===== config.mk =====
export PLATFORM = sky130hd
export DESIGN_NAME = stack_seq
export DESIGN_NICKNAME = d
export VERILOG_FILES = /design/src/rtl/stack_pkg.sv /design/src/rtl/stack_ptr.sv /design/src/rtl/stack_fsm.sv /design/src/rtl/stack_seq.sv
export SDC_FILE = /design/constraint.sdc
export NUM_CORES = 1
export LEC_CHECK = 0
export BUFFER_PORTS_ARGS = -buffer_cell sky130_fd_sc_hd__buf_2
export CAP_MARGIN = 15
export CORE_UTILIZATION = 29
export CTS_CLUSTER_DIAMETER = 100
export DETAILED_ROUTE_END_ITERATION = 10
export PLACE_DENSITY = 0.55
export SYNTH_ARGS = -nofsm -noshare
export SYNTH_HDL_FRONTEND = slang
export SYNTH_SLANG_ARGS = --single-unit

===== constraint.sdc =====
create_clock -name clk -period 4.08 [get_ports clk]
set_input_delay 1.224 -clock clk [delete_from_list [all_inputs] [get_ports clk]]
set_output_delay 1.224 -clock clk [all_outputs]
set_load 0.03 [all_outputs]

===== src/rtl/stack_pkg.sv =====
package stack_pkg;
  typedef enum logic [2:0] {
    ST_IDLE,
    ST_PUSH_HI,
    ST_PUSH_LO,
    ST_POP_LO,
    ST_POP_HI,
    ST_POP_CAP
  } seq_state_t;
endpackage


===== src/rtl/stack_ptr.sv =====
module stack_ptr #(
  parameter int AW = 16
) (
  input  logic          clk,
  input  logic          rst_n,
  input  logic          ld,
  input  logic [AW-1:0] ld_val,
  input  logic          dec,
  input  logic          inc,
  output logic [AW-1:0] sp
);
  logic [AW-1:0] sp_q, sp_d;
  logic          sp_en;

  assign sp_en = ld | dec | inc;

  always_comb begin
    sp_d = sp_q;
    if (ld)       sp_d = ld_val;
    else if (dec) sp_d = sp_q - AW'(1);
    else if (inc) sp_d = sp_q + AW'(1);
  end

  always_ff @(posedge clk or negedge rst_n) begin
    if (!rst_n)     sp_q <= '0;
    else if (sp_en) sp_q <= sp_d;
  end

  assign sp = sp_q;

  p_one_op_r10: assert property (@(posedge clk) disable iff (!rst_n)
    $countones({ld, dec, inc}) <= 1);
  p_dec_wrap_r8: assert property (@(posedge clk) disable iff (!rst_n)
    dec |=> sp == AW'($past(sp) - AW'(1)));
  p_inc_wrap_r8: assert property (@(posedge clk) disable iff (!rst_n)
    inc |=> sp == AW'($past(sp) + AW'(1)));
  p_hold_r7: assert property (@(posedge clk) disable iff (!rst_n)
    !(ld || dec || inc) |=> $stable(sp));
endmodule


===== src/rtl/stack_fsm.sv =====
module stack_fsm
  import stack_pkg::*;
#(
  parameter int DW = 8,
  localparam int PW = 2 * DW
) (
  input  logic          clk,
  input  logic          rst_n,
  input  logic          load_en,
  input  logic          push_req,
  input  logic          pop_req,
  input  logic [PW-1:0] push_pair,
  input  logic [DW-1:0] mem_rdata,
  output logic          ld,
  output logic          dec,
  output logic          inc,
  output logic          mem_we,
  output logic          mem_re,
  output logic [DW-1:0] mem_wdata,
  output logic [PW-1:0] pop_pair,
  output logic          busy,
  output logic          done
);
  seq_state_t    state_q, state_d;
  logic [PW-1:0] pair_q, pair_d;
  logic          pair_en;
  logic          done_d, done_q;
  logic          idle;

  assign idle = (state_q == ST_IDLE);

  always_comb begin
    state_d = state_q;
    pair_d  = pair_q;
    pair_en = 1'b0;
    done_d  = 1'b0;
    ld      = 1'b0;
    dec     = 1'b0;
    inc     = 1'b0;
    unique case (state_q)
      ST_IDLE: begin
        if (load_en) begin
          ld = 1'b1;
        end else if (push_req) begin
          dec     = 1'b1;
          pair_d  = push_pair;
          pair_en = 1'b1;
          state_d = ST_PUSH_HI;
        end else if (pop_req) begin
          state_d = ST_POP_LO;
        end
      end
      ST_PUSH_HI: begin
        dec     = 1'b1;
        state_d = ST_PUSH_LO;
      end
      ST_PUSH_LO: begin
        done_d  = 1'b1;
        state_d = ST_IDLE;
      end
      ST_POP_LO: begin
        inc     = 1'b1;
        state_d = ST_POP_HI;
      end
      ST_POP_HI: begin
        inc     = 1'b1;
        pair_d  = {pair_q[PW-1:DW], mem_rdata};
        pair_en = 1'b1;
        state_d = ST_POP_CAP;
      end
      ST_POP_CAP: begin
        pair_d  = {mem_rdata, pair_q[DW-1:0]};
        pair_en = 1'b1;
        done_d  = 1'b1;
        state_d = ST_IDLE;
      end
      default: state_d = ST_IDLE;
    endcase
  end

  always_ff @(posedge clk or negedge rst_n) begin
    if (!rst_n) begin
      state_q <= ST_IDLE;
      done_q  <= 1'b0;
    end else begin
      state_q <= state_d;
      done_q  <= done_d;
    end
  end

  always_ff @(posedge clk or negedge rst_n) begin
    if (!rst_n)       pair_q <= '0;
    else if (pair_en) pair_q <= pair_d;
  end

  assign mem_we    = (state_q == ST_PUSH_HI) || (state_q == ST_PUSH_LO);
  assign mem_re    = (state_q == ST_POP_LO) || (state_q == ST_POP_HI);
  assign mem_wdata = (state_q == ST_PUSH_HI) ? pair_q[PW-1:DW] : pair_q[DW-1:0];
  assign pop_pair  = pair_q;
  assign busy      = !idle;
  assign done      = done_q;

  p_push_order_r3: assert property (@(posedge clk) disable iff (!rst_n)
    (state_q == ST_PUSH_HI) |=> (state_q == ST_PUSH_LO) && mem_we);
  p_pop_nowrite_r9: assert property (@(posedge clk) disable iff (!rst_n)
    (state_q == ST_POP_LO) |=> mem_re && !mem_we);
  p_done_pulse_r6: assert property (@(posedge clk) disable iff (!rst_n)
    done |=> !done);
  p_done_idle_r6: assert property (@(posedge clk) disable iff (!rst_n)
    done |-> !busy);
  p_busy_ignore_r7: assert property (@(posedge clk) disable iff (!rst_n)
    busy |-> !ld);
endmodule


===== src/rtl/stack_seq.sv =====
module stack_seq #(
  parameter int AW = 16,
  parameter int DW = 8,
  localparam int PW = 2 * DW
) (
  input  logic          clk,
  input  logic          rst_n,
  input  logic          load_en,
  input  logic [AW-1:0] load_addr,
  input  logic          push_req,
  input  logic [PW-1:0] push_pair,
  input  logic          pop_req,
  output logic [PW-1:0] pop_pair,
  output logic          busy,
  output logic          done,
  output logic [AW-1:0] sp,
  output logic [AW-1:0] mem_addr,
  output logic          mem_we,
  output logic          mem_re,
  output logic [DW-1:0] mem_wdata,
  input  logic [DW-1:0] mem_rdata
);
  logic [1:0] rst_sync_q;
  logic       rst_int_n;
  logic       ld, dec, inc;

  always_ff @(posedge clk or negedge rst_n) begin
    if (!rst_n) rst_sync_q <= 2'b00;
    else        rst_sync_q <= {rst_sync_q[0], 1'b1};
  end
  assign rst_int_n = rst_sync_q[1];

  stack_fsm #(.DW(DW)) i_fsm (
    .clk       (clk),
    .rst_n     (rst_int_n),
    .load_en   (load_en),
    .push_req  (push_req),
    .pop_req   (pop_req),
    .push_pair (push_pair),
    .mem_rdata (mem_rdata),
    .ld        (ld),
    .dec       (dec),
    .inc       (inc),
    .mem_we    (mem_we),
    .mem_re    (mem_re),
    .mem_wdata (mem_wdata),
    .pop_pair  (pop_pair),
    .busy      (busy),
    .done      (done)
  );

  stack_ptr #(.AW(AW)) i_ptr (
    .clk    (clk),
    .rst_n  (rst_int_n),
    .ld     (ld),
    .ld_val (load_addr),
    .dec    (dec),
    .inc    (inc),
    .sp     (sp)
  );

  assign mem_addr = sp;

  p_no_access_reset_r1: assert property (@(posedge clk)
    !rst_int_n |-> !mem_we && !mem_re);
endmodule


==> metrics, run 1 <==
# resized after CTS 0; Seq/Total Area, Yosys 0.3312; Syn Inst Count 326; slowest cell on the critical path nor3b_4; Mean Syn Cell Area 8.808 um^2; delay-heaviest family, CP simple AND/OR/NAND/NOR gates; final worst slack 765.1 ps; CP Capture Type output pin; final worst path period share 0.8125; Synth Flop Type dfrtp_1; share of the synthesized area in the top cell type 0.3312; Setup CP Type flip-flop to output pin; CORE AREA 9415 um^2; # diodes 0; reg2reg end i_ptr.sp[12]; P&R area growth vs syn 20.78%; Final Wtd Congestion 0.8928; worst rel slew slack 0.4238; worst reg-to-reg setup slack 970 ps; Reg2Reg Depth 10; final hold vios 0; CP Cell Sequence buf_4 > nor3b_4 > mux2_2 > buf_2; Inserted Clock Buffers 5; Yosys Warn Count 0; DRC 0; PortBufs 104; DR vias 2,657; critical path launch point i_fsm.state_q[0]; IO Count 105; syn_nets 386; max incr delay on CP 590 ps; initial antenna violation count 0; CTS HTree Levels 2; CP required 2860 ps; post-route ant nets 0; Synth area leader dfrtp_1; worst slew pin tran 864.4 ps; data arrival time of the critical path 2090 ps; number of global-route vias before repair 2,544; Rows 35; reg-to-reg critical path startpoint i_fsm.state_q[0]; ys async rst share 1.000; count of state elements after synthesis 38; fin util 0.3684; post-CTS setup buffers 0; FMAX 301.7 MHz; Clock Tree Buf Depth 2; WL/cell 14.11 um; clk slew on worst S/H paths 90 ps; crit-path max FO 26; All-Layer GR Usage 0.1554; Max Cap Viol 0; number of distinct library cells after synthesis 55; most frequent cells in the layout buf_2, dfrtp_1, nand2_1; Post-DP HPWL 5.742 mm; DR pass1 iterations 4; via/cell ratio 4.929; Hold/Removal Path Class flip-flop to async pin; most common cell after layout, fill and taps aside buf_2; CTS tree done; Synth area leaders dfrtp_1, ha_1, buf_4; initial core utilization 0.3050; # clock sinks 38; Slew Limit Fails 0; GRT overflow 0; DP Worst Slack 612.1 ps; largest net degree at the start of global routing 37; Worst setup SP type flip-flop; final setup violating endpoints 0; Final #Nets 469; number of synthesized flops with an enable pin 0; RSZ-0062 raised after global routing no; global-route wire length before repair 12.66 mm; crit path time final 3315 ps; Mapped Area 2872 um^2; placed cell areas 3359 um^2; Post-Route Setup TNS 0 ps; die width 101.5 um; clk_skew 7.190 ps; worst-skew pair later-pin latency 290 ps; final wirelength 7.607 mm; Die H 101.5 um; fraction of layout cells with a size suffix above 1 0.3610; # hold bufs at CTS 0; die area 10,300 um^2; CP Buf/Inv Count 2; status completed; CTS root buf clkbuf_8; Starting DRT DRC Count 79; post-route cell area 3468 um^2
==> how the worst max path moves through the flow <==
stage,end,slack (ps),depth (start not counted)
2_1_floorplan,i_ptr.sp[10],970,9
3_3_place_gp,i_ptr.sp[10],680,10
3_5_place_dp,i_ptr.sp[15],610,10
4_1_cts,mem_wdata[4],720,4
5_1_grt,mem_wdata[3],640,4
6_report,mem_wdata[4],770,4
==> worst register-to-register path: cells and delay by family, from the launching register on <==
kind,cells,cell delay (ps)
compound gates,5,1090
simple gates,2,710
fa+ha+maj,1,380
flops,1,330
buf+inv,1,290
xor+xnor,1,150
==> cell families after synthesis <==
kind of cell             after synthesis  share of synthesized area
AO/OA/AOI/OAI                        102                     0.2449
XOR/XNOR                              12                    0.03660
adder cells (fa/ha/maj)               15                    0.06797
buffers and inverters                 36                    0.08583
flip-flops                            38                     0.3312
multiplexers                          10                    0.03878
other                                  1                   0.001306
AND/OR/NAND/NOR                      112                     0.1935
==> sequential cells by signal (all words and copies together), names as in the netlist <==
| name | count |
|---|---|
| i_fsm.done | 1 |
| i_fsm.state_q | 3 |
| i_fsm.pop_pair | 16 |
| i_ptr.sp | 16 |
| rst_sync_q | 2 |
==> Yosys cell counts (4+ instances only) <==
| library cell | instances |
|---|---|
| a21o_1 | 7 |
| a21oi_1 | 20 |
| a22oi_1 | 6 |
| a31oi_1 | 13 |
| buf_2 | 5 |
| buf_4 | 20 |
| buf_6 | 4 |
| dfrtp_1 | 38 |
| ha_1 | 14 |
| mux2_2 | 9 |
| nand2_1 | 37 |
| nand3_1 | 12 |
| nor2_1 | 30 |
| nor3_1 | 6 |
| nor3b_1 | 8 |
| o21a_1 | 6 |
| o21ai_0 | 13 |
| o21ai_1 | 14 |
| xnor2_1 | 9 |
==> final cells by class <==
| class | count | area [um^2] |
|---|---|---|
| inverters | 3 | 11.26 |
| repair buffers | 109 | 561.8 |
| fillers | 992 | 5947 |
| multi-input cells | 252 | 1674 |
| well taps | 129 | 161.4 |
| clock inverters | 3 | 40.04 |
| clock buffers | 5 | 68.82 |
| flip-flops and latches | 38 | 950.9 |
==> metal layers <==
metal,vias up,global-route usage,wire length [um]
met5,-,0,0
met4,0,0.02007,43
met3,7,0.03313,414
met2,89,0.2744,3574
met1,1233,0.1986,3574
li1,1328,-,-
==> per-stage QoR <==
step | hold WS (ps) | std cells
3_3_place_gp | 321.9 | 530
4_1_cts | 322.0 | 539
2_1_floorplan | 331.2 | 326
3_5_place_dp | 335.1 | 531
5_1_grt | 373.8 | 539
6_report | 306.6 | 539
Power of run 1 is not shown: default switching activity piles up to over one toggle a cycle in this logic, so the estimate is an artifact.
==> run 2: changes to the inputs <==
--- a/config.mk
+++ b/config.mk
@@ -5,12 +5,13 @@
 export SDC_FILE = /design/constraint.sdc
 export NUM_CORES = 1
 export LEC_CHECK = 0
+export ABC_AREA = 1
 export BUFFER_PORTS_ARGS = -buffer_cell sky130_fd_sc_hd__buf_2
 export CAP_MARGIN = 15
 export CORE_UTILIZATION = 29
 export CTS_CLUSTER_DIAMETER = 100
 export DETAILED_ROUTE_END_ITERATION = 10
-export PLACE_DENSITY = 0.55
+export PLACE_DENSITY = 0.54
 export SYNTH_ARGS = -nofsm -noshare
 export SYNTH_HDL_FRONTEND = slang
 export SYNTH_SLANG_ARGS = --single-unit
==> constraint.sdc (replaced) <==
create_clock -name clk -period 3.35 [get_ports clk]
set_input_delay 1.005 -clock clk [delete_from_list [all_inputs] [get_ports clk]]
set_output_delay 1.005 -clock clk [all_outputs]
set_load 0.03 [all_outputs]
==> metrics, run 2 <==
number of distinct library cells after synthesis 33 (was 55); CTS root buf clkbuf_8 (unchanged); most frequent cells in the layout nand2_1, buf_2, inv_1 (was buf_2, dfrtp_1, nand2_1); # hold bufs at CTS 0 (unchanged); Syn Inst Count 435 (was 326); IO Count 105 (unchanged); syn_nets 495 (was 386); Final Wtd Congestion 0.8562 (was 0.8928); number of global-route vias before repair 2,908 (was 2,544); fin util 0.3695 (was 0.3684); data arrival time of the critical path 3010 ps (was 2090 ps); most common cell after layout, fill and taps aside nand2_1 (was buf_2); WL/cell 12.43 um (was 14.11 um); clk_skew 6.659 ps (was 7.190 ps); fraction of layout cells with a size suffix above 1 0.2835 (was 0.3610); CP required 3550 ps (was 2860 ps); P&R area growth vs syn 21.83% (was 20.78%); share of the synthesized area in the top cell type 0.3179 (was 0.3312); Inserted Clock Buffers 5 (unchanged); Slew Limit Fails 0 (unchanged); Multi-input gate area 1644 um^2 (was 1674 um^2); DR pass1 iterations 4 (unchanged); number of synthesized flops with an enable pin 0 (unchanged); final setup violating endpoints 0 (unchanged); RSZ-0062 raised after global routing no (unchanged); FMAX 355.8 MHz; GRT overflow 0 (unchanged); Clock Tree Buf Depth 2 (unchanged); Synth area leader dfrtp_1 (unchanged); ys async rst share 1.000 (unchanged); Yosys Warn Count 0 (unchanged); # clock sinks 38 (unchanged); delay-heaviest family, CP simple AND/OR/NAND/NOR gates (unchanged); post-CTS setup buffers 0 (unchanged); PortBufs 104 (unchanged); Rows 36 (was 35); largest net degree at the start of global routing 37 (unchanged); CTS HTree Levels 2 (unchanged); initial core utilization 0.3033 (was 0.3050); Seq/Total Area, Yosys 0.3179 (was 0.3312); max incr delay on CP 340 ps (was 590 ps); CP Cell Sequence buf_2 > nor2_1 > nand3_4 > nand2_2 > ha_1 > or2_2 > and2_1 > nand3_1 > nand3_1 > nand2_1 > nand3_1 > nand2_1 > nand2_1 (was buf_4 > nor3b_4 > mux2_2 > buf_2); final wirelength 8.142 mm (was 7.607 mm); final worst path period share 0.8390; crit-path max FO 17 (was 26); CTS tree done (unchanged); via/cell ratio 4.579 (was 4.929); initial antenna violation count 0 (unchanged); register area 950.9 um^2 (unchanged); Mean Syn Cell Area 6.877 um^2 (was 8.808 um^2); # diodes 0 (unchanged); fill count 1,092 (was 992); die width 103.6 um (was 101.5 um); Post-synth top cells nand2_1, inv_1, dfrtp_1 (was dfrtp_1, nand2_1, nor2_1); Setup CP Type input port to flip-flop (was flip-flop to output pin); Synth area leaders dfrtp_1, nand2_1, inv_1 (was dfrtp_1, ha_1, buf_4); # resized after CTS 0 (unchanged); Hold/Removal Path Class flip-flop to async pin (unchanged); Post-DP HPWL 6.256 mm (was 5.742 mm); clk slew on worst S/H paths 90 ps (about the same); slowest cell on the critical path ha_1 (was nor3b_4); CP Capture Type flip-flop (was output pin); global-route wire length before repair 13.74 mm (was 12.66 mm); Final #Nets 581 (was 469); DRC 0 (unchanged); worst-skew pair later-pin latency 290 ps (about the same); crit path time final 2811 ps; status completed (unchanged); count of state elements after synthesis 38 (unchanged); post-route ant nets 0 (unchanged); Starting DRT DRC Count 100 (was 79); Worst setup SP type input port (was flip-flop); final hold vios 0 (unchanged); Post-Route Setup TNS 0 ps (unchanged); Die H 103.6 um (was 101.5 um); most common cell in the synthesized netlist nand2_1 (was dfrtp_1); DR vias 2,999 (was 2,657); die area 10,730 um^2 (was 10,300 um^2); Max Cap Viol 0 (unchanged); Synth Flop Type dfrtp_1 (unchanged); CP Buf/Inv Count 1 (was 2); All-Layer GR Usage 0.1568 (was 0.1554); Mapped Area 2992 um^2 (was 2872 um^2); CORE AREA 9864 um^2 (was 9415 um^2)
[run 2: per-layer routing]
metal	track usage	vias to the layer above	share of wire
met5	0	-	0
met3	0.03210	4	0.060
li1	-	1539	-
met4	0.02484	0	0.0038
met1	0.1972	1370	0.46
met2	0.2795	86	0.48
[run 2: final timing paths]
kind	start	end	slack, ps	cells after the start
worst max register to register	i_fsm.state_q[0]	i_ptr.sp[12]	710	13
worst min-delay path	rst_sync_q[1]	i_ptr.sp[1]	280	1
worst min register to register	rst_sync_q[1]	i_ptr.sp[1]	280	1
min in group clk	rst_sync_q[0]	rst_sync_q[1]	360	0
max in group asynchronous	rst_sync_q[1]	i_ptr.sp[7]	2720	1
worst max-delay path	load_en	i_ptr.sp[12]	540	13
[run 2: worst register-to-register path, cell delays in order, from the launching register on]
cell	delay [ps]
dfrtp_1	430
buf_4	220
nand2_1	80
buf_4	220
nand2_2	280
ha_1	420
or2_2	290
and2_1	190
nand3_1	110
nand3_1	80
nand2_1	60
nand3_1	60
nand2_1	70
nand2_1	40
[run 2: layout make-up]
| class | instances | area share |
|---|---|---|
| clock inverter | 2 | 0.01648 |
| timing repair buffer | 107 | 0.1490 |
| sequential | 38 | 0.2609 |
| multi-input combinational | 317 | 0.4511 |
| inverter | 52 | 0.05424 |
| clock buffer | 6 | 0.02266 |
| tap | 133 | 0.04566 |
[run 2: cells by family (layout without fill, tap and decap cells)]
group,after synthesis,after routing,share of synthesized area
AOI/OAI and AO/OA,52,52,0.09828
xor gates and xnor gates,3,3,0.008785
adders and majority gates,15,15,0.06525
buffers and inverters,80,167,0.1326
DFF,38,38,0.3179
muxes,6,6,0.02258
other,1,1,0.001254
and+or+nand+nor,240,240,0.3534
[run 2: metrics by stage]
step	setup WS, ps	instance area [um^2]	cells	hold slack [ps]
final	539.5	3645	655	284.5
after global routing	298.6	3645	655	351.7
after CTS	532.3	3645	655	315.4
after detailed placement	215.4	3502	647	316.0
after global placement	268.5	3502	647	310.6
after floorplan	552.1	2992	435	331.2
Power of run 2 is left out for the same reason.
==> run 3: changes to the inputs <==
--- a/config.mk
+++ b/config.mk
@@ -5,13 +5,13 @@
 export SDC_FILE = /design/constraint.sdc
 export NUM_CORES = 1
 export LEC_CHECK = 0
-export ABC_AREA = 1
+export ABC_AREA = 0
 export BUFFER_PORTS_ARGS = -buffer_cell sky130_fd_sc_hd__buf_2
 export CAP_MARGIN = 15
 export CORE_UTILIZATION = 29
 export CTS_CLUSTER_DIAMETER = 100
 export DETAILED_ROUTE_END_ITERATION = 10
-export PLACE_DENSITY = 0.54
+export PLACE_DENSITY = 0.56
 export SYNTH_ARGS = -nofsm -noshare
 export SYNTH_HDL_FRONTEND = slang
 export SYNTH_SLANG_ARGS = --single-unit
==> constraint.sdc (replaced) <==
create_clock -name clk -period 2.4 [get_ports clk]
set_input_delay 0.72 -clock clk [delete_from_list [all_inputs] [get_ports clk]]
set_output_delay 0.72 -clock clk [all_outputs]
set_load 0.03 [all_outputs]
==> metrics, run 3 (synthesis gave the netlist of run 1 again) <==
Max Cap Viol 0 (unchanged); DRC 0 (unchanged); PortBufs 104 (unchanged); worst reg-to-reg setup slack -70 ps (was 710 ps); P&R area growth vs syn 52.03% (was 21.83%); CTS HTree Levels 2 (unchanged); final setup violating endpoints 13 (was 0); CP Cell Sequence buf_2 > nor2b_4 > a21o_4 > buf_4 > ha_4 > o21ai_2 > o21ai_4 > nand4_2 > a311oi_2 > xnor2_1 > o21ai_1 (was buf_2 > nor2_1 > nand3_4 > nand2_2 > ha_1 > or2_2 > and2_1 > nand3_1 > nand3_1 > nand2_1 > nand3_1 > nand2_1 > nand2_1); final worst path period share 1.044; Worst setup SP type input port (unchanged); crit path time final 2507 ps; Reg2Reg Depth 11 (was 13); final worst slack -106.5 ps (was 539.5 ps); clk_skew 8.042 ps (was 6.659 ps); Rows 35 (was 36); Starting DRT DRC Count 82 (was 100); Die H 101.5 um (was 103.6 um); DR pass1 iterations 4 (unchanged); die area 10,300 um^2 (was 10,730 um^2); GRT overflow 0 (unchanged); # hold bufs at CTS 0 (unchanged); WL/cell 14.69 um (was 12.43 um); Final Wtd Congestion 0.8779 (was 0.8562); status finished, violations left (was completed); reg2reg end i_ptr.sp[15] (was i_ptr.sp[12]); Clock Tree Buf Depth 2 (unchanged); number of global-route vias before repair 2,890 (was 2,908); failing checks setup timing; # clock sinks 38 (unchanged); clk slew on worst S/H paths 90 ps (about the same); largest net degree at the start of global routing 37 (unchanged); # diodes 0 (unchanged); DR vias 2,967 (was 2,999); FMAX 399.0 MHz; worst slew pin tran 808.0 ps; final hold vios 0 (unchanged); worst rel slew slack 0.4613; CP Capture Type flip-flop (unchanged); CTS tree done (unchanged); slowest cell on the critical path ha_4 (was ha_1); final wirelength 8.845 mm (was 8.142 mm); most common cell after layout, fill and taps aside buf_2 (was nand2_1); initial antenna violation count 1 (was 0); CORE AREA 9415 um^2 (was 9864 um^2); Inserted Clock Buffers 5 (unchanged); most frequent cells in the layout buf_2, buf_4, nand2_1, dfrtp_1, nor2_1 (was nand2_1, buf_2, inv_1); Post-DP HPWL 6.286 mm (was 6.256 mm); fraction of layout cells with a size suffix above 1 0.5370 (was 0.2835); fin util 0.4637 (was 0.3695); CTS root buf clkbuf_8 (unchanged); reg-to-reg critical path startpoint i_fsm.state_q[2] (was i_fsm.state_q[0]); Slew Limit Fails 0 (unchanged); IO Count 105 (unchanged); Setup CP Type input port to flip-flop (unchanged); die width 101.5 um (was 103.6 um); via/cell ratio 4.929 (was 4.579); post-route ant nets 0 (unchanged); worst-skew pair later-pin latency 310 ps (was 290 ps); Hold/Removal Path Class input port to async pin (was flip-flop to async pin); data arrival time of the critical path 2700 ps (was 3010 ps); RSZ-0062 raised after global routing yes (was no); initial core utilization 0.3050 (was 0.3033); All-Layer GR Usage 0.1717 (was 0.1568); global-route wire length before repair 13.81 mm (was 13.74 mm); CP required 2590 ps (was 3550 ps); Final #Nets 532 (was 581); crit-path max FO 8 (was 17); max incr delay on CP 290 ps (was 340 ps)
## run 3: layout make-up
type                            instances  area, um^2
Multi-Input combinational cell        253        2026
Clock buffer                            5       68.82
Clock inverter                          3       45.04
Fill cell                             918        5050
Sequential cell                        38       954.7
Timing Repair Buffer                  171        1099
Tap cell                              129       161.4
Inverter                                3       11.26
## run 3: through the flow
stage	cells	worst slack, ps	setup TNS, ps	hold slack (ps)	instance area (um^2)
after CTS	594	-72.66	-762.5	178.7	4029
after global routing	602	-221.0	-1924	180.7	4365
final	602	-106.5	-874.6	181.8	4365
after global placement	581	-390.2	-3599	325.5	3765
after floorplan	326	-172.6	-645.1	331.2	2909
after detailed placement	581	-407.4	-3783	321.5	3765
## run 3: worst max-delay path by stage
stage,start,end,slack [ps],cells after the start
after floorplan,i_fsm.state_q[1],i_ptr.sp[14],-170,11
after global placement,push_req,i_ptr.sp[13],-390,11
after detailed placement,push_req,i_ptr.sp[15],-410,11
after CTS,i_fsm.state_q[2],mem_wdata[6],-70,4
after global routing,push_req,i_ptr.sp[14],-220,11
final,push_req,i_ptr.sp[14],-110,11
## run 3: per-layer routing
layer	vias up	routed length, um	part of all wire	global-route usage
met1	1400	3821	0.43	0.2098
li1	1453	-	-	-
met5	-	13	0.0015	0
met4	2	161	0.018	0.04905
met2	92	4318	0.49	0.3004
met3	20	530	0.060	0.03934
## run 3: what timing repair did
action,in CTS,in global routing
pin swaps,5,23
setup endpoints to repair,15,21
gates resized for setup,35,50
setup buffers,4,8
gates cloned,1,0
## run 3: worst max-delay path, delay by kind of cell
| kind | cells | cell delay (ps) |
|---|---|---|
| adder cells (fa/ha/maj) | 1 | 290 |
| XOR/XNOR | 1 | 150 |
| buffers and inverters | 2 | 260 |
| AO/OA/AOI/OAI | 5 | 960 |
| AND/OR/NAND/NOR | 2 | 290 |
Power of run 3 is left out for the same reason.
